--- src/rtl/bus_arb_pkg.sv ---
package bus_arb_pkg;
  localparam int ARB_ID_W = 8;

  typedef enum logic [1:0] {
    ST_IDLE,
    ST_WAIT_FREE,
    ST_ARB,
    ST_WON
  } arb_state_e;

  // One-hot drive pattern for a device index
  function automatic logic [ARB_ID_W-1:0] id_onehot(input int unsigned idx);
    logic [ARB_ID_W-1:0] v;
    v = '0;
    v[idx] = 1'b1;
    return v;
  endfunction
endpackage

--- src/rtl/arb_cycle_timer.sv ---
module arb_cycle_timer #(
  parameter int CNT_W = 8
) (
  input  logic             clk,
  input  logic             rst_n,
  input  logic             restart,
  input  logic             step,
  input  logic [CNT_W-1:0] limit,
  output logic             done
);
  logic [CNT_W-1:0] cnt;
  logic [CNT_W:0]   cnt_plus;
  logic [CNT_W:0]   eff_limit;

  assign cnt_plus  = {1'b0, cnt} + 1'b1;
  assign eff_limit = (limit == '0) ? (CNT_W+1)'(1) : {1'b0, limit};
  assign done      = step && (cnt_plus >= eff_limit);

  always_ff @(posedge clk) begin
    if (!rst_n)               cnt <= '0;
    else if (restart || done) cnt <= '0;
    else if (step)            cnt <= cnt + 1'b1;
  end
endmodule

--- src/rtl/arb_prio_cmp.sv ---
module arb_prio_cmp
  import bus_arb_pkg::*;
#(
  parameter int unsigned MY_ID = 5
) (
  input  logic [ARB_ID_W-1:0] bus_data,
  input  logic                noid,
  output logic                win
);
  logic [ARB_ID_W-1:0] above;
  logic                higher_seen;

  for (genvar i = 0; i < ARB_ID_W; i++) begin : g_mask
    assign above[i] = (i > MY_ID) ? bus_data[i] : 1'b0;
  end

  assign higher_seen = |above;
  assign win = noid ? (bus_data == '0) : !higher_seen;
endmodule

--- src/rtl/bus_arb_ctrl.sv ---
module bus_arb_ctrl
  import bus_arb_pkg::*;
#(
  parameter int unsigned MY_ID = 5,
  parameter int          CNT_W = 8
) (
  input  logic                clk,
  input  logic                rst_n,
  input  logic                arb_en,
  input  logic                noid_mode,
  input  logic [CNT_W-1:0]    settle_cycles,
  input  logic [CNT_W-1:0]    arb_delay,
  input  logic                bsy_in,
  input  logic                sel_in,
  input  logic [ARB_ID_W-1:0] data_in,
  output logic                bsy_out,
  output logic                sel_out,
  output logic [ARB_ID_W-1:0] data_out,
  output logic                arb_busy,
  output logic                won_norm,
  output logic                won_noid
);
  localparam logic [ARB_ID_W-1:0] OWN_BIT  = id_onehot(MY_ID);
  localparam int unsigned         WIN_CEIL = 1 << (MY_ID + 1);

  arb_state_e state, nxt;
  logic       noid_q;

  // named internal events
  logic bus_busy, tmr_done, tmr_step, tmr_restart, cmp_win;
  logic decide, win_evt, lose_evt, sel_abort;
  logic [CNT_W-1:0] tmr_limit;

  assign bus_busy  = bsy_in | sel_in;
  assign sel_abort = (state == ST_ARB) && sel_in;
  assign decide    = (state == ST_ARB) && tmr_done && !sel_in;
  assign win_evt   = decide && cmp_win;
  assign lose_evt  = decide && !cmp_win;

  assign tmr_step    = ((state == ST_WAIT_FREE) && !bus_busy) || (state == ST_ARB);
  assign tmr_restart = ((state == ST_WAIT_FREE) && bus_busy) || (state != nxt);
  assign tmr_limit   = (state == ST_ARB) ? arb_delay : settle_cycles;

  arb_cycle_timer #(.CNT_W(CNT_W)) u_timer (
    .clk     (clk),
    .rst_n   (rst_n),
    .restart (tmr_restart),
    .step    (tmr_step),
    .limit   (tmr_limit),
    .done    (tmr_done)
  );

  arb_prio_cmp #(.MY_ID(MY_ID)) u_cmp (
    .bus_data (data_in),
    .noid     (noid_q),
    .win      (cmp_win)
  );

  always_comb begin
    nxt = state;
    if (!arb_en) nxt = ST_IDLE;
    else begin
      unique case (state)
        ST_IDLE:      nxt = ST_WAIT_FREE;
        ST_WAIT_FREE: if (tmr_done) nxt = ST_ARB;
        ST_ARB: begin
          if (sel_abort)     nxt = ST_WAIT_FREE;
          else if (win_evt)  nxt = ST_WON;
          else if (lose_evt) nxt = ST_WAIT_FREE;
        end
        ST_WON:       nxt = ST_WON;
        default:      nxt = ST_IDLE;
      endcase
    end
  end

  always_ff @(posedge clk) begin
    if (!rst_n) begin
      state  <= ST_IDLE;
      noid_q <= 1'b0;
    end else begin
      state <= nxt;
      if (state == ST_WAIT_FREE && nxt == ST_ARB) noid_q <= noid_mode;
    end
  end

  assign bsy_out  = (state == ST_ARB) || (state == ST_WON);
  assign sel_out  = (state == ST_WON);
  assign data_out = (bsy_out && !noid_q) ? OWN_BIT : '0;
  assign arb_busy = (state == ST_WAIT_FREE) || (state == ST_ARB);
  assign won_norm = (state == ST_WON) && !noid_q;
  assign won_noid = (state == ST_WON) && noid_q;

  // drive only begins after a free bus
  a_r2_free_before_drive: assert property (@(posedge clk) disable iff (!rst_n)
    $rose(bsy_out) |-> $past(!bsy_in && !sel_in));

  // normal win only when nothing above own index was seen
  a_r4_no_higher_on_win: assert property (@(posedge clk) disable iff (!rst_n)
    $rose(won_norm) |-> (int'($past(data_in)) < WIN_CEIL));

  // no-ID win needs empty data lines
  a_r5_noid_empty: assert property (@(posedge clk) disable iff (!rst_n)
    $rose(won_noid) |-> ($past(data_in) == '0));

  a_r6_win_holds_lines: assert property (@(posedge clk) disable iff (!rst_n)
    (won_norm || won_noid) |-> (bsy_out && sel_out && !arb_busy));

  a_r7_lose_releases: assert property (@(posedge clk) disable iff (!rst_n)
    (lose_evt && arb_en) |=> (!bsy_out && arb_busy));

  a_r8_sel_abort: assert property (@(posedge clk) disable iff (!rst_n)
    (sel_abort && arb_en) |=> (!bsy_out && arb_busy));

  a_r9_disable_release: assert property (@(posedge clk) disable iff (!rst_n)
    !arb_en |=> (!bsy_out && !sel_out && data_out == '0 && !arb_busy && !won_norm && !won_noid));
endmodule

--- config.mk ---
export PLATFORM = sky130hd
export DESIGN_NAME = bus_arb_ctrl
export DESIGN_NICKNAME = d
export VERILOG_FILES = /design/src/rtl/bus_arb_pkg.sv /design/src/rtl/arb_cycle_timer.sv /design/src/rtl/arb_prio_cmp.sv /design/src/rtl/bus_arb_ctrl.sv
export SDC_FILE = /design/constraint.sdc
export NUM_CORES = 1
export LEC_CHECK = 0
export BUFFER_PORTS_ARGS = -buffer_cell sky130_fd_sc_hd__buf_2
export CAP_MARGIN = 20
export CORE_UTILIZATION = 50
export DETAILED_ROUTE_END_ITERATION = 8
export PLACE_DENSITY_LB_ADDON = 0.05
export SETUP_SLACK_MARGIN = 0.2
export SLEW_MARGIN = 15
export SYNTH_ARGS = -nofsm -noshare
export SYNTH_HDL_FRONTEND = slang
export SYNTH_SLANG_ARGS = --single-unit
--- constraint.sdc ---
create_clock -name clk -period 7 [get_ports clk]
set_input_delay 1.05 -clock clk [delete_from_list [all_inputs] [get_ports clk]]
set_output_delay 1.05 -clock clk [all_outputs]
set_load 0.05 [all_outputs]
==> results_dict.tcl, run 1 <==
set metrics [dict create \
    post_drt_via_cell_ratio 5.292 \
    critical_path.endpoint_type "flip-flop" \
    post_route_cells_drive_above_1_share_pct 27.07 \
    buffer_ports.inserted 35 \
    dpl.hpwl_um 2012 \
    finalHoldWorstSlack_ns 0.5059 \
    tritoncts_num_sinks 11 \
    via_count 1106 \
    ys_seq_area_share_pct 19.01 \
    grt_start_max_net_pins 15 \
    finalWorstSetupSlack_ns 3.675 \
    cellPowerDensity_mw_per_mm2 103.2 \
    coreArea_mm2 0.002191 \
    clk_path_buf_depth 2 \
    final.fill_count 203 \
    finalWorstPathRequiredPeriod_ns 3.325 \
    drv_cap 0 \
    synthesis.yosys.warnings 0 \
    number_of_ports_placed_on_the_die_boundary 43 \
    wirelength_um 2456 \
    hold_start "u_timer.cnt[1]" \
    run_status "completed" \
    synth_enable_flop_cells 0 \
    finalSetupTns_ns 0 \
    grt_pass1_wl_um 4195 \
    sequential_cell_area_um2 220.2 \
    floorplan.die.height_um 50.14 \
    initial_utilization_pct 52.88 \
    horizontal_die_dimension_um 50.14 \
    clock.fmax_mhz 300.7 \
    placement_rows 17 \
    drtPass1Iterations 4 \
    maximum_fanout_count_along_the_critical_path 14 \
    cts_inserted_buffers 3 \
    clk_pin_slew_worst_paths_ns 0.06 \
    worst_setup_path_type "reg2reg" \
    syn_inst 144 \
    synth-seq-cells 11 \
    initialDrtViolationCount 16 \
    cts_root_buf "clkbuf_4" \
    clock_skews_ns 0.0004786 \
    critPathRequiredTime_ns 7.20 \
    drtAntennaViolNets 0 \
    layout.nets 225 \
    synth_area_mm2 0.001159 \
    first_global_vias 1007 \
    floorplan.die_area_mm2 0.002514 \
    reg2reg_from "state[0]" \
    ys.flop_type "dfxtp_1" \
    synth_top_area_cell "dfxtp_1" \
    yosysMostFrequentCell "nand2_1" \
    final_hold_viol_count 0 \
    antenna_cells_inserted 0 \
    instances_no_fill 209 \
    min_period_over_period_pct 47.50 \
    post-cts-setup-buffer-count 0 \
    cts.hold.buffers_added 0 \
    ys_async_sr_fraction_pct 0 \
    power_leakage_nw 0.6346 \
    detail_route.wl_per_cell_um 11.75 \
    grt_overflow_total 0 \
    timing.max_slew.rel_slack_pct 60.03 \
    hp-class "reg2reg" \
    synth.area.top_cells "dfxtp_1 19%, ha_1 14%, mux2i_1 7.8%, xnor2_1 6.0%, nand2_1 5.8%" \
    ys_types 41 \
    placement.cell_area_mm2 0.001334 \
    worst_skew_pair.late_latency_ns 0.26 \
    detail_route.drc_violations 0 \
    multiInputGateArea_um2 895.9 \
    synth_top_cells_by_count "18 x nand2_1, 16 x nor2_1, 13 x ha_1" \
    synth_area_per_cell_um2 8.046 \
    post-synth-top-area-fraction_pct 19.01 \
    globalplace.congestion 0.8668 \
    post_cts.resized_instances 0 \
    globalRouteTotalUtil_pct 21.76 \
    element_type_at_the_critical_path_start "flip-flop" \
    final-max-slew-violation-count 0 \
    h_tree_levels 1 \
    numPlacedInstances 205 \
    tritoncts "done" \
    worstPathArrival_ns 3.52 \
    area.growth.synth_to_final_pct 17.39 \
    finish.instance_area_mm2 0.001360 \
    worstSetupStartpoint "state[0]" \
    tightest_slew_ns 0.5996 \
    rsz0062_at_grt "false" \
    place_ws_ns 3.677 \
    vdd_drop_max_mv 0.08273 \
    finalSetupViolCount 0 \
    grt_antenna_before_repair 0 \
]
flip-flops by register name, summed over array words and instances, names as in the netlist:
register and cells:
u_timer.cnt 8, state 2, noid_q 1
power by group:
group / total [mW] / internal [mW] / switching (mW)
logic: 0.0351 / 0.0128 / 0.0223
registers: 0.0640 / 0.0630 / 0.00100
clock network: 0.0412 / 0.0220 / 0.0192
metrics by stage:
stage          power (mW)  util, %
3_5_place_dp       0.1003    60.88
3_3_place_gp      0.09948    60.88
6_report           0.1404    62.08
2_1_floorplan     0.09164        -
5_1_grt            0.1487    62.08
4_1_cts            0.1429    62.08
worst max-delay path, stage by stage, from the launching register on:
cell	delay [ns]
dfxtp_1	0.40
inv_1	0.12
ha_1	0.54
mux2i_1	0.33
nand4_1	0.11
o21ai_0	0.20
ha_1	0.26
nor2b_1	0.11
o21ai_0	0.14
and2_1	0.18
o21ai_0	0.28
and3_1	0.26
o2111ai_4	0.17
a21oi_2	0.14
area by class of cell:
type | count | share of cell area, %
tap | 28 | 2.576
inverter | 2 | 0.5520
sequential | 11 | 16.19
clock buffer | 4 | 1.932
timing repair buffer | 35 | 12.88
multi-input combinational | 129 | 65.87
layer usage:
layer / vias to the layer above / global-route usage (%) / part of all wire (%)
met5: - / 0 / 0
li1: 582 / - / -
met4: 0 / 10.00 / 1.3
met3: 4 / 1.212 / 5.8
met1: 477 / 30.37 / 52
met2: 43 / 34.00 / 41
worst paths after layout:
check	depth (start not counted)	endpoint	slack [ns]
min reg2reg	2	u_timer.cnt[1]	0.51
min	2	u_timer.cnt[1]	0.51
max	13	u_timer.cnt[1]	3.67
max reg2reg	13	u_timer.cnt[1]	3.67
layout by cell type (no fill, tap or decap), drive strengths merged, types with 4 or more instances in the layout:
cell type,count
a21oi,8
and3,4
buf,35
clkbuf,4
conb,7
dfxtp,11
ha,13
mux2i,9
nand2,18
nand3,7
nor2,17
o21ai,5
xnor2,8
xor2,5
kinds of logic (layout without fill, tap and decap cells):
| group | Yosys count | count (layout) | synth area share, % |
|---|---|---|---|
| AO/OA/AOI/OAI | 26 | 26 | 17.60 |
| XOR/XNOR | 13 | 13 | 9.827 |
| multiplexers | 9 | 9 | 7.776 |
| flip-flops | 11 | 11 | 19.01 |
| other | 1 | 7 | 0.3237 |
| AND/OR/NAND/NOR | 61 | 61 | 25.81 |
| buffers and inverters | 10 | 41 | 5.615 |
| adder cells (fa/ha/maj) | 13 | 13 | 14.04 |
(Power assumes the default switching activity.)
==> run 2, diff against run 1 <==
--- a/config.mk
+++ b/config.mk
@@ -5,9 +5,10 @@
 export SDC_FILE = /design/constraint.sdc
 export NUM_CORES = 1
 export LEC_CHECK = 0
+export ABC_AREA = 1
 export BUFFER_PORTS_ARGS = -buffer_cell sky130_fd_sc_hd__buf_2
 export CAP_MARGIN = 20
-export CORE_UTILIZATION = 50
+export CORE_UTILIZATION = 45
 export DETAILED_ROUTE_END_ITERATION = 8
 export PLACE_DENSITY_LB_ADDON = 0.05
 export SETUP_SLACK_MARGIN = 0.2
==> constraint.sdc (replaced) <==
create_clock -name clk -period 3 [get_ports clk]
set_input_delay 0.45 -clock clk [delete_from_list [all_inputs] [get_ports clk]]
set_output_delay 0.45 -clock clk [all_outputs]
set_load 0.05 [all_outputs]
==> run 2 against run 1 <==
First-iteration DRC count decreased by 69%. Worst hold slack got worse by 0.084 ns. Total power increased to 2.5 times the previous value. Non-clock buffer count increased by 11. Sequential share of layout area decreased by 2.6 points. Utilization increased by 2.8 points. Design area increased by 20%. Global-route usage decreased by 2.1 points. Count of clock-buffer cells in the layout unchanged. Critical path type unchanged.
==> results_dict.tcl, run 2 <==
set metrics [dict create \
    run_status "completed" \
    clk_pin_slew_worst_paths_ns 0.08 \
    clock.fmax_mhz 370.1 \
    grt_antenna_before_repair 0 \
    cts_inserted_buffers 3 \
    floorplan.die.height_um 53.99 \
    met2WireLength_um 1230 \
    clk_path_buf_depth 2 \
    worst_setup_path_type "reg2reg" \
    placement.cell_area_mm2 0.001413 \
    tightest_slew_ns 0.6538 \
    layout.cells.most_common_list "35 x buf_2, 22 x nand2_1, 20 x inv_1" \
    synth-seq-cells 11 \
    grt_start_max_net_pins 13 \
    synthesis.yosys.warnings 0 \
    worstPathArrival_ns 2.85 \
    finalSetupTns_ns 0 \
    met3_length_um 149 \
    yosysMostFrequentCell "nand2_1" \
    critPathRequiredTime_ns 3.15 \
    via_count 1170 \
    finish.instance_area_mm2 0.001637 \
    drtAntennaViolNets 0 \
    cellPowerDensity_mw_per_mm2 215.1 \
    globalplace.congestion 0.9509 \
    finalWorstSetupSlack_ns 0.2984 \
    synth_top_cells_by_count "23 x nand2_1, 21 x inv_1, 15 x nor2_1" \
    drtPass1Iterations 2 \
    timing.max_slew.rel_slack_pct 56.42 \
    globalRouteTotalUtil_pct 19.65 \
    horizontal_die_dimension_um 53.99 \
    floorplan.die_area_mm2 0.002914 \
    max_flop_register "u_timer.cnt" \
    tritoncts "done" \
    number_of_flip_flops_in_the_largest_register 8 \
    tritoncts_num_sinks 11 \
    layout.nets 250 \
    syn_inst 159 \
    cts_root_buf "clkbuf_4" \
    final-max-slew-violation-count 0 \
    drv_cap 0 \
    wirelength_um 2744 \
    first_global_vias 1028 \
    reg.largest.list "u_timer.cnt (8), state (2), noid_q (1)" \
    min_period_over_period_pct 90.05 \
    metal_1_wl_um 1328 \
    initialDrtViolationCount 5 \
    synth.area.top_cells "dfxtp_1 18%, ha_1 13%, mux2i_1 8.2%, nand2_1 7.1%, nor3_2 6.6%" \
    dpl.hpwl_um 2068 \
    detail_route.wl_per_cell_um 11.63 \
    element_type_at_the_critical_path_start "flip-flop" \
    post_route_cells_drive_above_1_share_pct 44.66 \
    power_leakage_nw 0.7917 \
    buffer_ports.inserted 35 \
    hp-class "in2reg" \
    detail_route.drc_violations 0 \
    place_ws_ns 0.05868 \
    synth_area_per_cell_um2 7.649 \
    critical_path.endpoint_type "flip-flop" \
    number_of_ports_placed_on_the_die_boundary 43 \
    area.growth.synth_to_final_pct 34.57 \
    synth_top_area_cell "dfxtp_1" \
    ys_types 28 \
    antenna_cells_inserted 0 \
    maximum_fanout_count_along_the_critical_path 8 \
    finalSetupViolCount 0 \
    routed.top_layer "met4" \
    clock_skews_ns 0.01066 \
    cts.hold.buffers_added 0 \
    post-synth-top-area-fraction_pct 18.11 \
    initial_utilization_pct 48.21 \
    post_drt_via_cell_ratio 4.958 \
    vdd_drop_max_mv 0.1924 \
    grt_overflow_total 0 \
    synth_enable_flop_cells 0 \
    placement_rows 18 \
    ys_async_sr_fraction_pct 0 \
    coreArea_mm2 0.002522 \
    rsz0062_at_grt "true" \
    ys.flop_type "dfxtp_1" \
    h_tree_levels 1 \
    synth_area_mm2 0.001216 \
    layout_commonest_cell "buf_2" \
    final_hold_viol_count 0 \
    layout.core_utilization_pct 64.88 \
    ys_seq_area_share_pct 18.11 \
    grt_pass1_wl_um 4160 \
    finalWorstPathRequiredPeriod_ns 2.702 \
    worst_skew_pair.late_latency_ns 0.27 \
]
==> run 2: power by group <==
group	switching (mW)	leakage, nW	internal (mW)
clock network	0.0500	0.0150	0.0514
registers	0.000845	0.0896	0.147
logic	0.0642	0.687	0.0385
total	0.115	0.792	0.237
==> run 2: cell families (layout without fill, tap and decap cells) <==
logic type	Yosys count	count (layout)	share of synthesized area (%)
xor+xnor	7	7	5.041
compound gates	12	12	6.996
fa+ha+maj	13	13	13.37
simple gates	74	74	34.88
flops	11	11	18.11
mux	11	11	9.157
buf+inv	30	71	12.14
other cells	1	7	0.3083
==> run 2: cell type report <==
| type | instances | area (um2) |
|---|---|---|
| Multi-Input combinational cell | 124 | 1002 |
| Tap cell | 30 | 37.54 |
| Fill cell | 225 | 885.9 |
| Clock buffer | 4 | 26.28 |
| Timing Repair Buffer | 46 | 269.0 |
| Sequential cell | 11 | 222.7 |
| Inverter | 21 | 78.83 |
==> run 2: critical path, stage by stage, from the launching register on <==
cell and delay, ns:
dfxtp_2 0.33, inv_2 0.06, ha_4 0.15, buf_6 0.12, mux2i_2 0.24, nand4_1 0.14, o22ai_2 0.13, ha_1 0.24
inv_1 0.05, nand2_1 0.04, nand3_1 0.07, nand3_1 0.06, nand2_1 0.06, nand2_1 0.05, nand2_2 0.09, nand2_2 0.06
nand2_2 0.08, nand2_1 0.06, nand2_1 0.07, nand3_2 0.09, nand2_2 0.10, nand2_2 0.06, nand2_4 0.14, nor3_2 0.06
==> run 2: final timing paths <==
| path | cells past startpoint | start | slack (ns) | end |
|---|---|---|---|---|
| setup reg to reg | 23 | state[0] | 0.30 | u_timer.cnt[1] |
| hold reg to reg | 2 | noid_q | 0.58 | noid_q |
| setup / recovery | 23 | state[0] | 0.30 | u_timer.cnt[1] |
| hold / removal | 3 | rst_n | 0.42 | noid_q |
==> run 2: layer usage <==
metal	track usage, %	vias to the layer above
met1	26.42	519
met4	7.692	0
li1	-	609
met2	31.48	38
met3	2.542	4
met5	0	-
==> run 2: through the flow <==
stage,instances,power (mW),hold WS [ns]
after floorplan,165,0.2140,0.5158
after global placement,225,0.2348,0.5671
after detailed placement,225,0.2354,0.5673
after CTS,229,0.3362,0.4227
after global routing,236,0.3753,0.4418
final,236,0.3520,0.4220
==> run 2: what timing repair did <==
action	in CTS	in global routing
setup endpoints to repair	9	9
gates cloned	0	0
gates resized for setup	2	29
pin swaps	0	14
setup buffers	0	7
